### config.mk
export PLATFORM = sky130hd
export DESIGN_NAME = pirq_flag_reg
export DESIGN_NICKNAME = d
export VERILOG_FILES = /design/src/rtl/pirq_pkg.sv /design/src/rtl/pirq_event_merge.sv /design/src/rtl/pirq_flag_bank.sv /design/src/rtl/pirq_flag_reg.sv
export SDC_FILE = /design/constraint.sdc
export NUM_CORES = 1
export LEC_CHECK = 0
export ABC_AREA = 1
export BUFFER_PORTS_ARGS = -buffer_cell sky130_fd_sc_hd__buf_2
export CAP_MARGIN = 20
export CORE_MARGIN = 8
export CORE_UTILIZATION = 47
export CTS_CLUSTER_DIAMETER = 30
export DETAILED_ROUTE_END_ITERATION = 16
export PLACE_DENSITY = 0.83
export SYNTH_ARGS = -nofsm -noshare
export SYNTH_HDL_FRONTEND = slang
export SYNTH_SLANG_ARGS = --single-unit
### constraint.sdc
create_clock -name clk -period 1.8 [get_ports clk]
set_clock_uncertainty 0.1 [all_clocks]
set_input_delay 0.09 -clock clk [delete_from_list [all_inputs] [get_ports clk]]
set_output_delay 0.09 -clock clk [all_outputs]
set_load 0.01 [all_outputs]
### src/rtl/pirq_pkg.sv
package pirq_pkg;

    localparam int FLAG_W    = 8;
    localparam int SSP_SRC_W = 7;

    localparam int IDX_PPORT = 7;
    localparam int IDX_ADC   = 6;
    localparam int IDX_RX    = 5;
    localparam int IDX_TX    = 4;
    localparam int IDX_SSP   = 3;
    localparam int IDX_CCP   = 2;
    localparam int IDX_TMR2  = 1;
    localparam int IDX_TMR1  = 0;

    typedef struct packed {
        logic [FLAG_W-1:0] flags;
        logic [FLAG_W-1:0] en;
    } pirq_state_t;

endpackage

### src/rtl/pirq_event_merge.sv
module pirq_event_merge
    import pirq_pkg::*;
#(
    parameter int SSP_W          = SSP_SRC_W,
    parameter bit PPORT_RESERVED = 1'b0
) (
    input  logic             clk,
    input  logic             rst_n,
    input  logic             ev_pport_i,
    input  logic             ev_adc_i,
    input  logic [SSP_W-1:0] ev_ssp_i,
    input  logic             ev_ccp_cap_i,
    input  logic             ev_ccp_cmp_i,
    input  logic             ccp_pwm_mode_i,
    input  logic             ev_tmr2_i,
    input  logic             ev_tmr1_i,
    output logic [FLAG_W-1:0] set_o
);

    logic ssp_any;
    logic ccp_any;
    logic pport_ev;

    assign ssp_any = |ev_ssp_i;
    assign ccp_any = (ev_ccp_cap_i | ev_ccp_cmp_i) & ~ccp_pwm_mode_i;

    generate
        if (PPORT_RESERVED) begin : g_pport_rsv
            assign pport_ev = 1'b0;
        end else begin : g_pport_live
            assign pport_ev = ev_pport_i;
        end
    endgenerate

    always_comb begin
        set_o            = '0;
        set_o[IDX_PPORT] = pport_ev;
        set_o[IDX_ADC]   = ev_adc_i;
        set_o[IDX_SSP]   = ssp_any;
        set_o[IDX_CCP]   = ccp_any;
        set_o[IDX_TMR2]  = ev_tmr2_i;
        set_o[IDX_TMR1]  = ev_tmr1_i;
    end

    // Capture/compare events are masked in PWM mode
    assert_pwm_masks_ccp_R7: assert property (@(posedge clk) disable iff (!rst_n)
        ccp_pwm_mode_i |-> !set_o[IDX_CCP]);

    // Any serial-port source reaches the merged set line
    assert_ssp_merge_R6: assert property (@(posedge clk) disable iff (!rst_n)
        (ev_ssp_i != '0) |-> set_o[IDX_SSP]);

endmodule

### src/rtl/pirq_flag_bank.sv
module pirq_flag_bank
    import pirq_pkg::*;
#(
    parameter logic [FLAG_W-1:0] STICKY_MASK = 8'hCF
) (
    input  logic              clk,
    input  logic              rst_n,
    input  logic [FLAG_W-1:0] set_i,
    input  logic              wr_flag_i,
    input  logic              wr_en_i,
    input  logic [FLAG_W-1:0] wdata_i,
    output logic [FLAG_W-1:0] flags_o,
    output logic [FLAG_W-1:0] en_o
);

    pirq_state_t st_d;
    pirq_state_t st_q;

    always_comb begin
        st_d = st_q;
        if (wr_flag_i) begin
            st_d.flags = wdata_i;
        end
        // Set events take priority over a clearing write
        st_d.flags = (st_d.flags | set_i) & STICKY_MASK;
        if (wr_en_i) begin
            st_d.en = wdata_i;
        end
    end

    always_ff @(posedge clk or negedge rst_n) begin
        if (!rst_n) begin
            st_q <= '0;
        end else begin
            st_q <= st_d;
        end
    end

    assign flags_o = st_q.flags;
    assign en_o    = st_q.en;

    generate
        for (genvar k = 0; k < FLAG_W; k++) begin : g_flag_chk
            if (STICKY_MASK[k]) begin : g_sticky
                // An event wins over everything, including a clearing write
                assert_event_sets_R3: assert property (@(posedge clk) disable iff (!rst_n)
                    set_i[k] |=> flags_o[k]);
                // Only a write of 0 may drop a set flag
                assert_flag_sticky_R4: assert property (@(posedge clk) disable iff (!rst_n)
                    (flags_o[k] && !(wr_flag_i && !wdata_i[k])) |=> flags_o[k]);
            end
        end
    endgenerate

    assert_en_hold_R11: assert property (@(posedge clk) disable iff (!rst_n)
        !wr_en_i |=> $stable(en_o));

    assert_en_load_R11: assert property (@(posedge clk) disable iff (!rst_n)
        wr_en_i |=> (en_o == $past(wdata_i)));

endmodule

### src/rtl/pirq_flag_reg.sv
module pirq_flag_reg
    import pirq_pkg::*;
#(
    parameter int               ADDR_W         = 8,
    parameter logic [ADDR_W-1:0] FLAG_ADDR     = 8'h0C,
    parameter logic [ADDR_W-1:0] EN_ADDR       = 8'h8C,
    parameter bit               PPORT_RESERVED = 1'b0
) (
    input  logic              clk,
    input  logic              rst_n,
    input  logic [ADDR_W-1:0] bus_addr,
    input  logic              bus_wr,
    input  logic [FLAG_W-1:0] bus_wdata,
    output logic [FLAG_W-1:0] bus_rdata,
    input  logic              ev_pport,
    input  logic              ev_adc,
    input  logic [SSP_SRC_W-1:0] ev_ssp,
    input  logic              ev_ccp_cap,
    input  logic              ev_ccp_cmp,
    input  logic              ccp_pwm_mode,
    input  logic              ev_tmr2,
    input  logic              ev_tmr1,
    input  logic              rx_full,
    input  logic              tx_empty,
    input  logic              gie,
    output logic              irq
);

    localparam logic [FLAG_W-1:0] LIVE_MASK =
        (FLAG_W'(1) << IDX_RX) | (FLAG_W'(1) << IDX_TX);
    localparam logic [FLAG_W-1:0] RSV_MASK =
        PPORT_RESERVED ? (FLAG_W'(1) << IDX_PPORT) : '0;
    localparam logic [FLAG_W-1:0] STICKY_MASK = ~(LIVE_MASK | RSV_MASK);

    logic              hit_flag;
    logic              hit_en;
    logic [FLAG_W-1:0] set_vec;
    logic [FLAG_W-1:0] flags_q;
    logic [FLAG_W-1:0] en_q;
    logic [FLAG_W-1:0] view;

    assign hit_flag = (bus_addr == FLAG_ADDR);
    assign hit_en   = (bus_addr == EN_ADDR);

    pirq_event_merge #(
        .SSP_W          (SSP_SRC_W),
        .PPORT_RESERVED (PPORT_RESERVED)
    ) u_merge (
        .clk            (clk),
        .rst_n          (rst_n),
        .ev_pport_i     (ev_pport),
        .ev_adc_i       (ev_adc),
        .ev_ssp_i       (ev_ssp),
        .ev_ccp_cap_i   (ev_ccp_cap),
        .ev_ccp_cmp_i   (ev_ccp_cmp),
        .ccp_pwm_mode_i (ccp_pwm_mode),
        .ev_tmr2_i      (ev_tmr2),
        .ev_tmr1_i      (ev_tmr1),
        .set_o          (set_vec)
    );

    pirq_flag_bank #(
        .STICKY_MASK (STICKY_MASK)
    ) u_bank (
        .clk       (clk),
        .rst_n     (rst_n),
        .set_i     (set_vec),
        .wr_flag_i (bus_wr && hit_flag),
        .wr_en_i   (bus_wr && hit_en),
        .wdata_i   (bus_wdata),
        .flags_o   (flags_q),
        .en_o      (en_q)
    );

    always_comb begin
        view          = flags_q & ~LIVE_MASK;
        view[IDX_RX]  = rx_full;
        view[IDX_TX]  = tx_empty;
    end

    always_comb begin
        if (hit_flag) begin
            bus_rdata = view;
        end else if (hit_en) begin
            bus_rdata = en_q;
        end else begin
            bus_rdata = '0;
        end
    end

    assign irq = gie & (|(view & en_q));

    assert_unmapped_zero_R1: assert property (@(posedge clk) disable iff (!rst_n)
        (!hit_flag && !hit_en) |-> (bus_rdata == '0));

    assert_irq_gated_R10: assert property (@(posedge clk) disable iff (!rst_n)
        !gie |-> !irq);

    assert_irq_needs_enable_R10: assert property (@(posedge clk) disable iff (!rst_n)
        (en_q == '0) |-> !irq);

    generate
        if (PPORT_RESERVED) begin : g_rsv_chk
            assert_reserved_low_R8: assert property (@(posedge clk) disable iff (!rst_n)
                hit_flag |-> !bus_rdata[IDX_PPORT]);
        end
    endgenerate

endmodule

==> impl_metrics.xml, run 1 <==
<?xml version="1.0" encoding="UTF-8"?>
<metrics>
  <group name="final_layout">
    <metric name="drive_above_1_share" unit="%">28.0</metric>
    <metric name="count_of_inserted_antenna_diode_cells" unit="">0</metric>
    <metric name="postLayoutCoreUtil" unit="%">79.9</metric>
    <metric name="area.growth.synth_to_final" unit="%">60.4</metric>
    <metric name="final_area" unit="µm²">1380</metric>
    <metric name="final_nets" unit="">237</metric>
  </group>
  <group name="floorplanning">
    <metric name="fp.coreArea" unit="µm²">1730</metric>
    <metric name="fp-row-count" unit="">15</metric>
    <metric name="die_height" unit="µm">58.8</metric>
    <metric name="die_area" unit="µm²">3450</metric>
    <metric name="ioPinCount" unit="">45</metric>
    <metric name="die-width" unit="µm">58.8</metric>
    <metric name="start_util" unit="%">49.8</metric>
  </group>
  <group name="critical_path">
    <metric name="path_max_fanout" unit="">1</metric>
    <metric name="setup.worst_path.start_class" unit="">input pin</metric>
    <metric name="timing.setup.critical_path_class" unit="">in2reg</metric>
    <metric name="cp_data_required_time" unit="ns">1.87</metric>
    <metric name="r2r.worst_path.cells" unit="">3</metric>
    <metric name="critical_path_arrival" unit="ns">1.72</metric>
    <metric name="worst_setup_path_end_kind" unit="">flip-flop</metric>
    <metric name="worstReg2RegEnd" unit="">u_bank.flags_o[7]$_DFF_PN0_</metric>
    <metric name="ff2ff_setup_slack" unit="ns">0.46</metric>
    <metric name="worstReg2RegStart" unit="">u_bank.flags_o[7]$_DFF_PN0_</metric>
  </group>
  <group name="drt">
    <metric name="detail_route.first_pass.iterations" unit="">4</metric>
    <metric name="drt-total-wl" unit="µm">2840</metric>
    <metric name="dr.first_iter.drc_count" unit="">19</metric>
    <metric name="via_per_inst" unit="">4.76</metric>
    <metric name="via_count" unit="">1071</metric>
    <metric name="route.antenna.remaining_nets" unit="">0</metric>
    <metric name="wl_per_cell" unit="µm">12.6</metric>
    <metric name="drc" unit="">0</metric>
  </group>
  <group name="clock_network">
    <metric name="htreeDepth" unit="">1</metric>
    <metric name="numCtsBuffers" unit="">3</metric>
    <metric name="clock_latency" unit="ns">0.28</metric>
    <metric name="clock_path_buffers" unit="">2</metric>
    <metric name="tritoncts_clock_tree" unit="">yes</metric>
    <metric name="post_cts_resize_count" unit="">0</metric>
    <metric name="clk_pin_slew" unit="ns">0.09</metric>
    <metric name="clockRootBuffer" unit="">sky130_fd_sc_hd__clkbuf_4</metric>
    <metric name="numClockSinks" unit="">14</metric>
  </group>
  <group name="grt">
    <metric name="grt_first_pass_wirelength" unit="µm">4640</metric>
    <metric name="grt_max_degree" unit="">15</metric>
    <metric name="grt_busiest_layer" unit="">met2</metric>
    <metric name="grt.overflow.total" unit="">0</metric>
    <metric name="groute.layer.met2.usage" unit="%">30.8</metric>
    <metric name="groute.usage.overall" unit="%">17.0</metric>
    <metric name="number_of_antenna_violations_at_the_first_check_in_global_routing" unit="">0</metric>
    <metric name="grt_use_met3" unit="%">6.30</metric>
    <metric name="use_met1" unit="%">19.1</metric>
    <metric name="number_of_global_route_vias_before_repair" unit="">1056</metric>
  </group>
  <group name="logic_synthesis">
    <metric name="yosys-top-cells-area" unit="">sky130_fd_sc_hd__dfrtp_1, sky130_fd_sc_hd__nand2_1, sky130_fd_sc_hd__nand3_1, sky130_fd_sc_hd__inv_1, sky130_fd_sc_hd__nor2_1</metric>
    <metric name="postSynth.topFlopCell" unit="">sky130_fd_sc_hd__dfrtp_1</metric>
    <metric name="synth.largest_area_cell" unit="">sky130_fd_sc_hd__dfrtp_1</metric>
    <metric name="synth_edf_count" unit="">0</metric>
    <metric name="post-synth-top-count-cell" unit="">sky130_fd_sc_hd__nand2_1</metric>
    <metric name="synth.ff_latch_count" unit="">14</metric>
    <metric name="yosys_warnings" unit="">0</metric>
    <metric name="synth.top_cells.by_count" unit="">sky130_fd_sc_hd__nand2_1, sky130_fd_sc_hd__dfrtp_1, sky130_fd_sc_hd__nand3_1, sky130_fd_sc_hd__inv_1, sky130_fd_sc_hd__nor2_1</metric>
    <metric name="synth_sequential_area_ratio" unit="%">40.8</metric>
    <metric name="synthesis.instances" unit="">129</metric>
    <metric name="synth.lib_cells_used.distinct" unit="">16</metric>
    <metric name="syn-num-nets" unit="">165</metric>
    <metric name="synth_async_sr_flop_share" unit="%">100</metric>
    <metric name="syn_area_per_cell" unit="µm²">6.66</metric>
    <metric name="mappedNetlistArea" unit="µm²">860</metric>
    <metric name="synth_top_cell_area_share" unit="%">40.8</metric>
  </group>
  <group name="power_and_ir_drop">
    <metric name="power_density" unit="nW/µm²">501</metric>
    <metric name="p_leak" unit="nW">0.780</metric>
    <metric name="pwr_total" unit="W">0.000691</metric>
    <metric name="irDropWorstVdd" unit="mV">0.355</metric>
  </group>
  <group name="placement">
    <metric name="routability_congestion" unit="">0.773</metric>
    <metric name="dpl.hpwl" unit="µm">1890</metric>
    <metric name="post_dp_cell_area" unit="µm²">1090</metric>
    <metric name="detailedPlace.worstSlack" unit="ns">0.597</metric>
    <metric name="port_buf_inserts" unit="">44</metric>
  </group>
  <group name="job">
    <metric name="max_cap_violations" unit="">0</metric>
  </group>
  <group name="worst_hold_path">
    <metric name="whs_path_depth" unit="">3</metric>
    <metric name="min-delay-start" unit="">bus_wr</metric>
    <metric name="hold_path_class" unit="">in2reg</metric>
    <metric name="timing.hold.worst_endpoint" unit="">u_bank.flags_o[3]$_DFF_PN0_</metric>
  </group>
  <group name="timing">
    <metric name="final_critical_period" unit="ns">1.65</metric>
    <metric name="min_period_over_period" unit="%">91.7</metric>
    <metric name="final_critical_path_setup_slack" unit="ns">0.150</metric>
    <metric name="final-hold-violation-count" unit="">0</metric>
    <metric name="worstMarginPinSlew" unit="ns">0.366</metric>
    <metric name="fmax" unit="MHz">606</metric>
    <metric name="timing.final.max_slew_violations" unit="">0</metric>
    <metric name="rsz0062_at_grt" unit="">false</metric>
    <metric name="tns" unit="ns">0</metric>
    <metric name="setup_viol" unit="">0</metric>
    <metric name="maxSlewHeadroom" unit="%">75.6</metric>
  </group>
  <group name="status">
    <metric name="status" unit="">complete, no violations</metric>
  </group>
</metrics>
[layer usage]
metal | vias to the layer above | part of all wire (%)
met1 | 486 | 40
li1 | 539 | -
met3 | 0 | 8.8
met2 | 46 | 52
met5 | - | 0
met4 | 0 | 0
[metrics by stage]
stage	hold slack [ns]	cells
floorplan	-0.306	129
global placement	-0.0995	196
detailed placement	-0.100	196
CTS	0.0886	225
global route	0.116	225
finish	0.0845	225
[critical path: stages]
cell                            delay (ns)
sky130_fd_sc_hd__dlygate4sd3_1        0.52
sky130_fd_sc_hd__buf_2                0.11
sky130_fd_sc_hd__or2_2                0.26
sky130_fd_sc_hd__dlygate4sd3_1        0.56
sky130_fd_sc_hd__nor2_1               0.11
sky130_fd_sc_hd__nand3_1              0.07
[cell type report]
cell class,count,area [µm²]
Clock buffer,4,36.3
Fill cell,130,348
Inverter,12,45.0
Multi-Input combinational cell,101,445
Sequential cell,14,350
Tap cell,25,31.3
Timing Repair Buffer,69,470
[timing repair]
action                                 CTS  global route
endpoints found under the hold margin   28             0
setup buffers                            0             0
hold buffers                            25             0
[power breakdown]
part	internal, W	total, W	switching [W]
combinational	0.0000753	0.000132	0.0000570
clock	0.000123	0.000229	0.000106
sequential	0.000323	0.000330	0.00000664
total	0.000521	0.000691	0.000169
[state kept, by name, indices dropped and copies added (netlist names)]
| register | cells |
|---|---|
| u_bank.en_o | 8 |
| u_bank.flags_o | 6 |
[placed cells by master, fill, tap and decap left out]
cell	n
sky130_fd_sc_hd__nor3_1	1
sky130_fd_sc_hd__buf_2	44
sky130_fd_sc_hd__dlygate4sd3_1	25
sky130_fd_sc_hd__or2_2	1
sky130_fd_sc_hd__nand3_1	14
sky130_fd_sc_hd__nor2_1	6
sky130_fd_sc_hd__o21bai_1	1
sky130_fd_sc_hd__nor2_2	2
sky130_fd_sc_hd__nand2_2	2
sky130_fd_sc_hd__o21a_1	1
sky130_fd_sc_hd__nand2_4	1
sky130_fd_sc_hd__clkbuf_4	3
sky130_fd_sc_hd__nor2_4	2
sky130_fd_sc_hd__nand2_1	68
sky130_fd_sc_hd__nand4_1	2
sky130_fd_sc_hd__clkbuf_8	1
sky130_fd_sc_hd__inv_1	12
sky130_fd_sc_hd__dfrtp_1	14
[worst max path at each step]
stage | end | cells after the start | slack (ns) | start
final | u_bank.flags_o[3]$_DFF_PN0_ | 6 | 0.15 | ev_ssp[2]
after global routing | u_bank.flags_o[3]$_DFF_PN0_ | 6 | 0.09 | ev_ssp[2]
after CTS | u_bank.flags_o[3]$_DFF_PN0_ | 6 | 0.16 | ev_ssp[2]
after detailed placement | bus_rdata[2] | 7 | 0.60 | bus_addr[5]
after global placement | bus_rdata[0] | 7 | 0.62 | bus_addr[7]
after floorplan | irq | 3 | 0.88 | u_bank.flags_o[7]$_DFF_PN0_
[cell families (layout without fill, tap and decap cells)]
kind of cell,after synthesis,after routing,synth area share (%)
and+or+nand+nor,99,99,50.1
AOI/OAI and AO/OA,2,2,1.75
buffers and inverters,14,85,7.42
DFF,14,14,40.8
No activity file was read; power rests on OpenSTA's default activity.
==> run 2, diff against run 1 <==
==> constraint.sdc (replaced) <==
create_clock -name clk -period 1.8 [get_ports clk]
set_clock_uncertainty 0.1 [all_clocks]
set_input_delay 0.36 -clock clk [delete_from_list [all_inputs] [get_ports clk]]
set_output_delay 0.36 -clock clk [all_outputs]
set_load 0.01 [all_outputs]
==> impl_metrics.xml, run 2 (synthesis results as in run 1) <==
<?xml version="1.0" encoding="UTF-8"?>
<metrics>
  <group name="status">
    <metric name="status" unit="">complete, no violations</metric>
  </group>
  <group name="power_and_ir_drop">
    <metric name="p_leak" unit="nW">0.714</metric>
    <metric name="irDropWorstVdd" unit="mV">0.613</metric>
    <metric name="power_density" unit="nW/µm²">554</metric>
    <metric name="pwr_total" unit="W">0.000660</metric>
  </group>
  <group name="clock_network">
    <metric name="clock_path_buffers" unit="">2</metric>
    <metric name="htreeDepth" unit="">1</metric>
    <metric name="tritoncts_clock_tree" unit="">yes</metric>
    <metric name="numClockSinks" unit="">14</metric>
    <metric name="clk_pin_slew" unit="ns">0.09</metric>
    <metric name="numCtsBuffers" unit="">3</metric>
    <metric name="clockRootBuffer" unit="">sky130_fd_sc_hd__clkbuf_4</metric>
    <metric name="clock_latency" unit="ns">0.29</metric>
  </group>
  <group name="final_layout">
    <metric name="layout.filler_cells" unit="">154</metric>
    <metric name="area.growth.synth_to_final" unit="%">38.6</metric>
    <metric name="largest_reg_flops" unit="">8</metric>
    <metric name="final_nets" unit="">219</metric>
    <metric name="layout_commonest_cell" unit="">sky130_fd_sc_hd__nand2_1</metric>
    <metric name="drive_above_1_share" unit="%">34.6</metric>
    <metric name="count_of_inserted_antenna_diode_cells" unit="">0</metric>
    <metric name="footprint_of_the_multi_input_gates" unit="µm²">468</metric>
    <metric name="final_cell_mix" unit="">sky130_fd_sc_hd__nand2_1, sky130_fd_sc_hd__buf_2, sky130_fd_sc_hd__dfrtp_1</metric>
    <metric name="register_area" unit="µm²">350</metric>
  </group>
  <group name="timing">
    <metric name="final_critical_period" unit="ns">1.78</metric>
    <metric name="maxSlewHeadroom" unit="%">75.2</metric>
    <metric name="timing.final.max_slew_violations" unit="">0</metric>
    <metric name="hold-worst-slack" unit="ns">0.170</metric>
    <metric name="min_period_over_period" unit="%">99.1</metric>
    <metric name="fmax" unit="MHz">561</metric>
    <metric name="worstMarginPinSlew" unit="ns">0.371</metric>
    <metric name="setup_viol" unit="">0</metric>
    <metric name="final-hold-violation-count" unit="">0</metric>
  </group>
  <group name="critical_path">
    <metric name="cp_data_required_time" unit="ns">1.34</metric>
    <metric name="worst_path_largest_cell_delay" unit="ns">0.29</metric>
    <metric name="crit_slowest_cell" unit="">sky130_fd_sc_hd__nor2_2</metric>
    <metric name="path_max_fanout" unit="">6</metric>
    <metric name="setup.worst_path.start_class" unit="">input pin</metric>
    <metric name="worst_setup_path_end_kind" unit="">primary output</metric>
    <metric name="critical_path_arrival" unit="ns">1.32</metric>
    <metric name="ff2ff_setup_slack" unit="ns">1.02</metric>
    <metric name="cp_cell_sequence" unit="">buf_2 &gt; nor2_1 &gt; nand2_2 &gt; nor2_2 &gt; nand2_1 &gt; nand2_1 &gt; buf_2</metric>
    <metric name="timing.setup.critical_path_class" unit="">in2out</metric>
  </group>
  <group name="job">
    <metric name="max_cap_violations" unit="">0</metric>
  </group>
  <group name="grt">
    <metric name="grt_first_pass_wirelength" unit="µm">3950</metric>
    <metric name="groute.usage.overall" unit="%">14.2</metric>
    <metric name="number_of_antenna_violations_at_the_first_check_in_global_routing" unit="">0</metric>
    <metric name="grt.overflow.total" unit="">0</metric>
    <metric name="grt_max_degree" unit="">15</metric>
    <metric name="number_of_global_route_vias_before_repair" unit="">994</metric>
  </group>
  <group name="floorplanning">
    <metric name="start_util" unit="%">49.8</metric>
    <metric name="fp-row-count" unit="">15</metric>
    <metric name="die_area" unit="µm²">3450</metric>
    <metric name="die_height" unit="µm">58.8</metric>
    <metric name="fp.coreArea" unit="µm²">1730</metric>
    <metric name="die-width" unit="µm">58.8</metric>
    <metric name="ioPinCount" unit="">45</metric>
  </group>
  <group name="drt">
    <metric name="dr.first_iter.drc_count" unit="">40</metric>
    <metric name="via_per_inst" unit="">4.92</metric>
    <metric name="via_count" unit="">1019</metric>
    <metric name="wl_per_cell" unit="µm">12.3</metric>
    <metric name="drt-total-wl" unit="µm">2540</metric>
    <metric name="detail_route.first_pass.iterations" unit="">4</metric>
    <metric name="route.antenna.remaining_nets" unit="">0</metric>
    <metric name="drc" unit="">0</metric>
  </group>
  <group name="worst_hold_path">
    <metric name="hold_path_class" unit="">in2reg</metric>
  </group>
  <group name="placement">
    <metric name="routability_congestion" unit="">0.785</metric>
    <metric name="port_buf_inserts" unit="">44</metric>
    <metric name="dpl.hpwl" unit="µm">1880</metric>
  </group>
</metrics>
## run 2: cell type report
type                       count  area share, %
multi-input combinational    103           39.3
sequential                    14           29.4
timing repair buffer          49           21.8
inverter                      12           3.78
clock buffer                   4           3.05
tap                           25           2.63
## run 2: worst max-delay path, delay by kind of cell
kind	cells	cell delay, ns
buf+inv	2	0.22
simple gates	5	0.73
## run 2: where the power goes
group          internal, W  switching [W]
registers         0.000323     0.00000670
logic            0.0000474      0.0000529
clock network     0.000123       0.000107
## run 2: final timing paths
check / from / end / cells after the start
hold reg to reg: u_bank.en_o[3]$_DFFE_PN0P_ / u_bank.en_o[3]$_DFFE_PN0P_ / 2
hold / removal: ev_pport / u_bank.flags_o[7]$_DFF_PN0_ / 3
setup reg to reg: u_bank.flags_o[3]$_DFF_PN0_ / u_bank.flags_o[3]$_DFF_PN0_ / 2
setup / recovery: bus_addr[1] / bus_rdata[1] / 7
min in group asynchronous: rst_n / u_bank.en_o[7]$_DFFE_PN0P_ / 2
max in group asynchronous: rst_n / u_bank.flags_o[2]$_DFF_PN0_ / 2
## run 2: repair_timing
action | 4_1_cts | 5_1_grt
hold endpoints to repair | 14 | 0
endpoints found under the setup margin | 0 | 5
setup buffers | 0 | 3
hold buffers | 1 | 0
resized for setup | 0 | 2
## run 2: through the flow
step                      instances  utilization [%]  area, µm²  TNS [ns]  setup WS, ns
final                           207             69.0       1190         0        0.0166
after global routing            207             69.0       1190  -0.00772      -0.00772
after CTS                       202             66.4       1150         0        0.0696
after detailed placement        197             63.7       1100         0        0.0764
after global placement          197             63.7       1100         0        0.0944
after floorplan                 129                -        860         0         0.372
## run 2: layer usage
layer  wire (µm)  global-route usage [%]
met5           0                       0
met4          34                       0
met3         230                    6.52
met2        1230                    26.0
met1        1040                    15.4
==> run 3, diff against run 2 <==
--- a/config.mk
+++ b/config.mk
@@ -8,7 +8,7 @@
 export ABC_AREA = 1
 export BUFFER_PORTS_ARGS = -buffer_cell sky130_fd_sc_hd__buf_2
 export CAP_MARGIN = 20
-export CORE_MARGIN = 8
+export CORE_MARGIN = 2
 export CORE_UTILIZATION = 47
 export CTS_CLUSTER_DIAMETER = 30
 export DETAILED_ROUTE_END_ITERATION = 16
==> impl_metrics.xml, run 3 (synthesis results as in run 1) <==
<?xml version="1.0" encoding="UTF-8"?>
<metrics>
  <group name="floorplanning">
    <metric name="fp-row-count" unit="">15</metric>
    <metric name="die-width" unit="µm">46.8</metric>
    <metric name="fp.coreArea" unit="µm²">1730</metric>
    <metric name="die_area" unit="µm²">2190</metric>
    <metric name="ioPinCount" unit="">45</metric>
    <metric name="start_util" unit="%">49.8</metric>
    <metric name="die_height" unit="µm">46.8</metric>
  </group>
  <group name="worst_hold_path">
    <metric name="min-delay-start" unit="">ev_adc</metric>
    <metric name="whs_path_depth" unit="">3</metric>
    <metric name="hold_path_class" unit="">in2reg</metric>
    <metric name="timing.hold.worst_endpoint" unit="">u_bank.flags_o[6]$_DFF_PN0_</metric>
  </group>
  <group name="drt">
    <metric name="via_count" unit="">986</metric>
    <metric name="via_per_inst" unit="">4.83</metric>
    <metric name="wl_per_cell" unit="µm">10.4</metric>
    <metric name="drt-total-wl" unit="µm">2120</metric>
    <metric name="route.antenna.remaining_nets" unit="">0</metric>
    <metric name="drc" unit="">0</metric>
    <metric name="dr.first_iter.drc_count" unit="">17</metric>
    <metric name="detail_route.first_pass.iterations" unit="">4</metric>
  </group>
  <group name="final_layout">
    <metric name="layout_commonest_cell" unit="">sky130_fd_sc_hd__nand2_1</metric>
    <metric name="final_nets" unit="">216</metric>
    <metric name="count_of_inserted_antenna_diode_cells" unit="">0</metric>
    <metric name="area.growth.synth_to_final" unit="%">35.7</metric>
    <metric name="largest_reg_flops" unit="">8</metric>
    <metric name="final_cell_mix" unit="">sky130_fd_sc_hd__nand2_1, sky130_fd_sc_hd__buf_2, sky130_fd_sc_hd__dfrtp_1</metric>
    <metric name="drive_above_1_share" unit="%">33.5</metric>
  </group>
  <group name="timing">
    <metric name="final_critical_period" unit="ns">1.75</metric>
    <metric name="worstMarginPinSlew" unit="ns">0.380</metric>
    <metric name="fmax" unit="MHz">571</metric>
    <metric name="maxSlewHeadroom" unit="%">74.6</metric>
    <metric name="tns" unit="ns">0</metric>
    <metric name="timing.final.max_slew_violations" unit="">0</metric>
    <metric name="final-hold-violation-count" unit="">0</metric>
    <metric name="min_period_over_period" unit="%">97.3</metric>
    <metric name="setup_viol" unit="">0</metric>
    <metric name="final_critical_path_setup_slack" unit="ns">0.0491</metric>
  </group>
  <group name="clock_network">
    <metric name="htreeDepth" unit="">1</metric>
    <metric name="numClockSinks" unit="">14</metric>
    <metric name="clock_latency" unit="ns">0.28</metric>
    <metric name="tritoncts_clock_tree" unit="">yes</metric>
    <metric name="clock_path_buffers" unit="">2</metric>
    <metric name="clk_pin_slew" unit="ns">0.08</metric>
    <metric name="numCtsBuffers" unit="">3</metric>
    <metric name="clockRootBuffer" unit="">sky130_fd_sc_hd__clkbuf_4</metric>
  </group>
  <group name="placement">
    <metric name="routability_congestion" unit="">0.774</metric>
    <metric name="dpl.hpwl" unit="µm">1630</metric>
    <metric name="port_buf_inserts" unit="">44</metric>
    <metric name="detailedPlace.worstSlack" unit="ns">0.0476</metric>
  </group>
  <group name="grt">
    <metric name="grt.overflow.total" unit="">0</metric>
    <metric name="number_of_antenna_violations_at_the_first_check_in_global_routing" unit="">0</metric>
    <metric name="grt_max_degree" unit="">15</metric>
    <metric name="groute.usage.overall" unit="%">21.2</metric>
    <metric name="number_of_global_route_vias_before_repair" unit="">896</metric>
    <metric name="grt_first_pass_wirelength" unit="µm">3390</metric>
  </group>
  <group name="critical_path">
    <metric name="cp_data_required_time" unit="ns">1.34</metric>
    <metric name="timing.setup.critical_path_class" unit="">in2out</metric>
    <metric name="setup.worst_path.start_class" unit="">input pin</metric>
    <metric name="worstReg2RegEnd" unit="">u_bank.flags_o[1]$_DFF_PN0_</metric>
    <metric name="worstReg2RegStart" unit="">u_bank.flags_o[1]$_DFF_PN0_</metric>
    <metric name="critical_path_arrival" unit="ns">1.29</metric>
    <metric name="ff2ff_setup_slack" unit="ns">1.03</metric>
    <metric name="worst_setup_path_end_kind" unit="">primary output</metric>
    <metric name="path_max_fanout" unit="">13</metric>
    <metric name="r2r.worst_path.cells" unit="">2</metric>
  </group>
  <group name="status">
    <metric name="status" unit="">complete, no violations</metric>
  </group>
  <group name="power_and_ir_drop">
    <metric name="irDropWorstVdd" unit="mV">0.392</metric>
    <metric name="p_leak" unit="nW">0.707</metric>
    <metric name="power_density" unit="nW/µm²">557</metric>
  </group>
  <group name="job">
    <metric name="max_cap_violations" unit="">0</metric>
  </group>
</metrics>
## run 3: final cells by class
type	count	area, µm²
fillers	159	561
clock buffers	4	36.3
well taps	25	31.3
flip-flops and latches	14	350
multi-input cells	101	450
repair buffers	48	253
inverters	12	45.0
## run 3: repair_timing
item,CTS,global route
setup buffers,0,3
endpoints found under the hold margin,14,0
resized for setup,0,1
hold buffers,1,0
endpoints found under the setup margin,0,8
## run 3: where the power goes
group | internal [W] | total, W | switching, W
clock network | 0.000123 | 0.000223 | 0.0000999
logic | 0.0000472 | 0.0000969 | 0.0000497
registers | 0.000323 | 0.000330 | 0.00000675
total | 0.000493 | 0.000650 | 0.000156
## run 3: critical path, cell delays in order
cell,delay [ns]
sky130_fd_sc_hd__buf_2,0.10
sky130_fd_sc_hd__nor2_1,0.13
sky130_fd_sc_hd__nand2_2,0.11
sky130_fd_sc_hd__nor2_4,0.30
sky130_fd_sc_hd__nand2_1,0.09
sky130_fd_sc_hd__nand2_1,0.08
sky130_fd_sc_hd__buf_2,0.12
## run 3: metrics by stage
| step | cell area [µm²] | instances | util [%] | total power, W | hold slack [ns] |
|---|---|---|---|---|---|
| finish | 1170 | 204 | 67.5 | 0.000650 | 0.179 |
| global route | 1170 | 204 | 67.5 | 0.000682 | 0.179 |
| CTS | 1140 | 201 | 65.9 | 0.000652 | 0.182 |
| detailed placement | 1090 | 196 | 63.3 | 0.000430 | 0.167 |
| global placement | 1090 | 196 | 63.3 | 0.000426 | 0.170 |
| floorplan | 860 | 129 | - | 0.000374 | -0.0356 |
## run 3: how the worst max path moves through the flow
stage	startpoint	slack, ns	endpoint	cells past startpoint
after floorplan	bus_addr[1]	0.37	bus_rdata[0]	6
after global placement	bus_addr[5]	0.1	bus_rdata[2]	7
after detailed placement	bus_addr[5]	0.05	bus_rdata[1]	7
after CTS	bus_addr[5]	0.05	bus_rdata[1]	7
after global routing	bus_addr[5]	-0.002	bus_rdata[3]	7
final	bus_addr[1]	0.05	bus_rdata[1]	7
## run 3: layer usage
layer	wire length [µm]	GRT usage, %	up-vias
li1	-	-	501
met1	882	26.2	430
met2	1010	37.5	51
met3	200	2.69	4
met4	29	8.33	0
met5	0	0	-
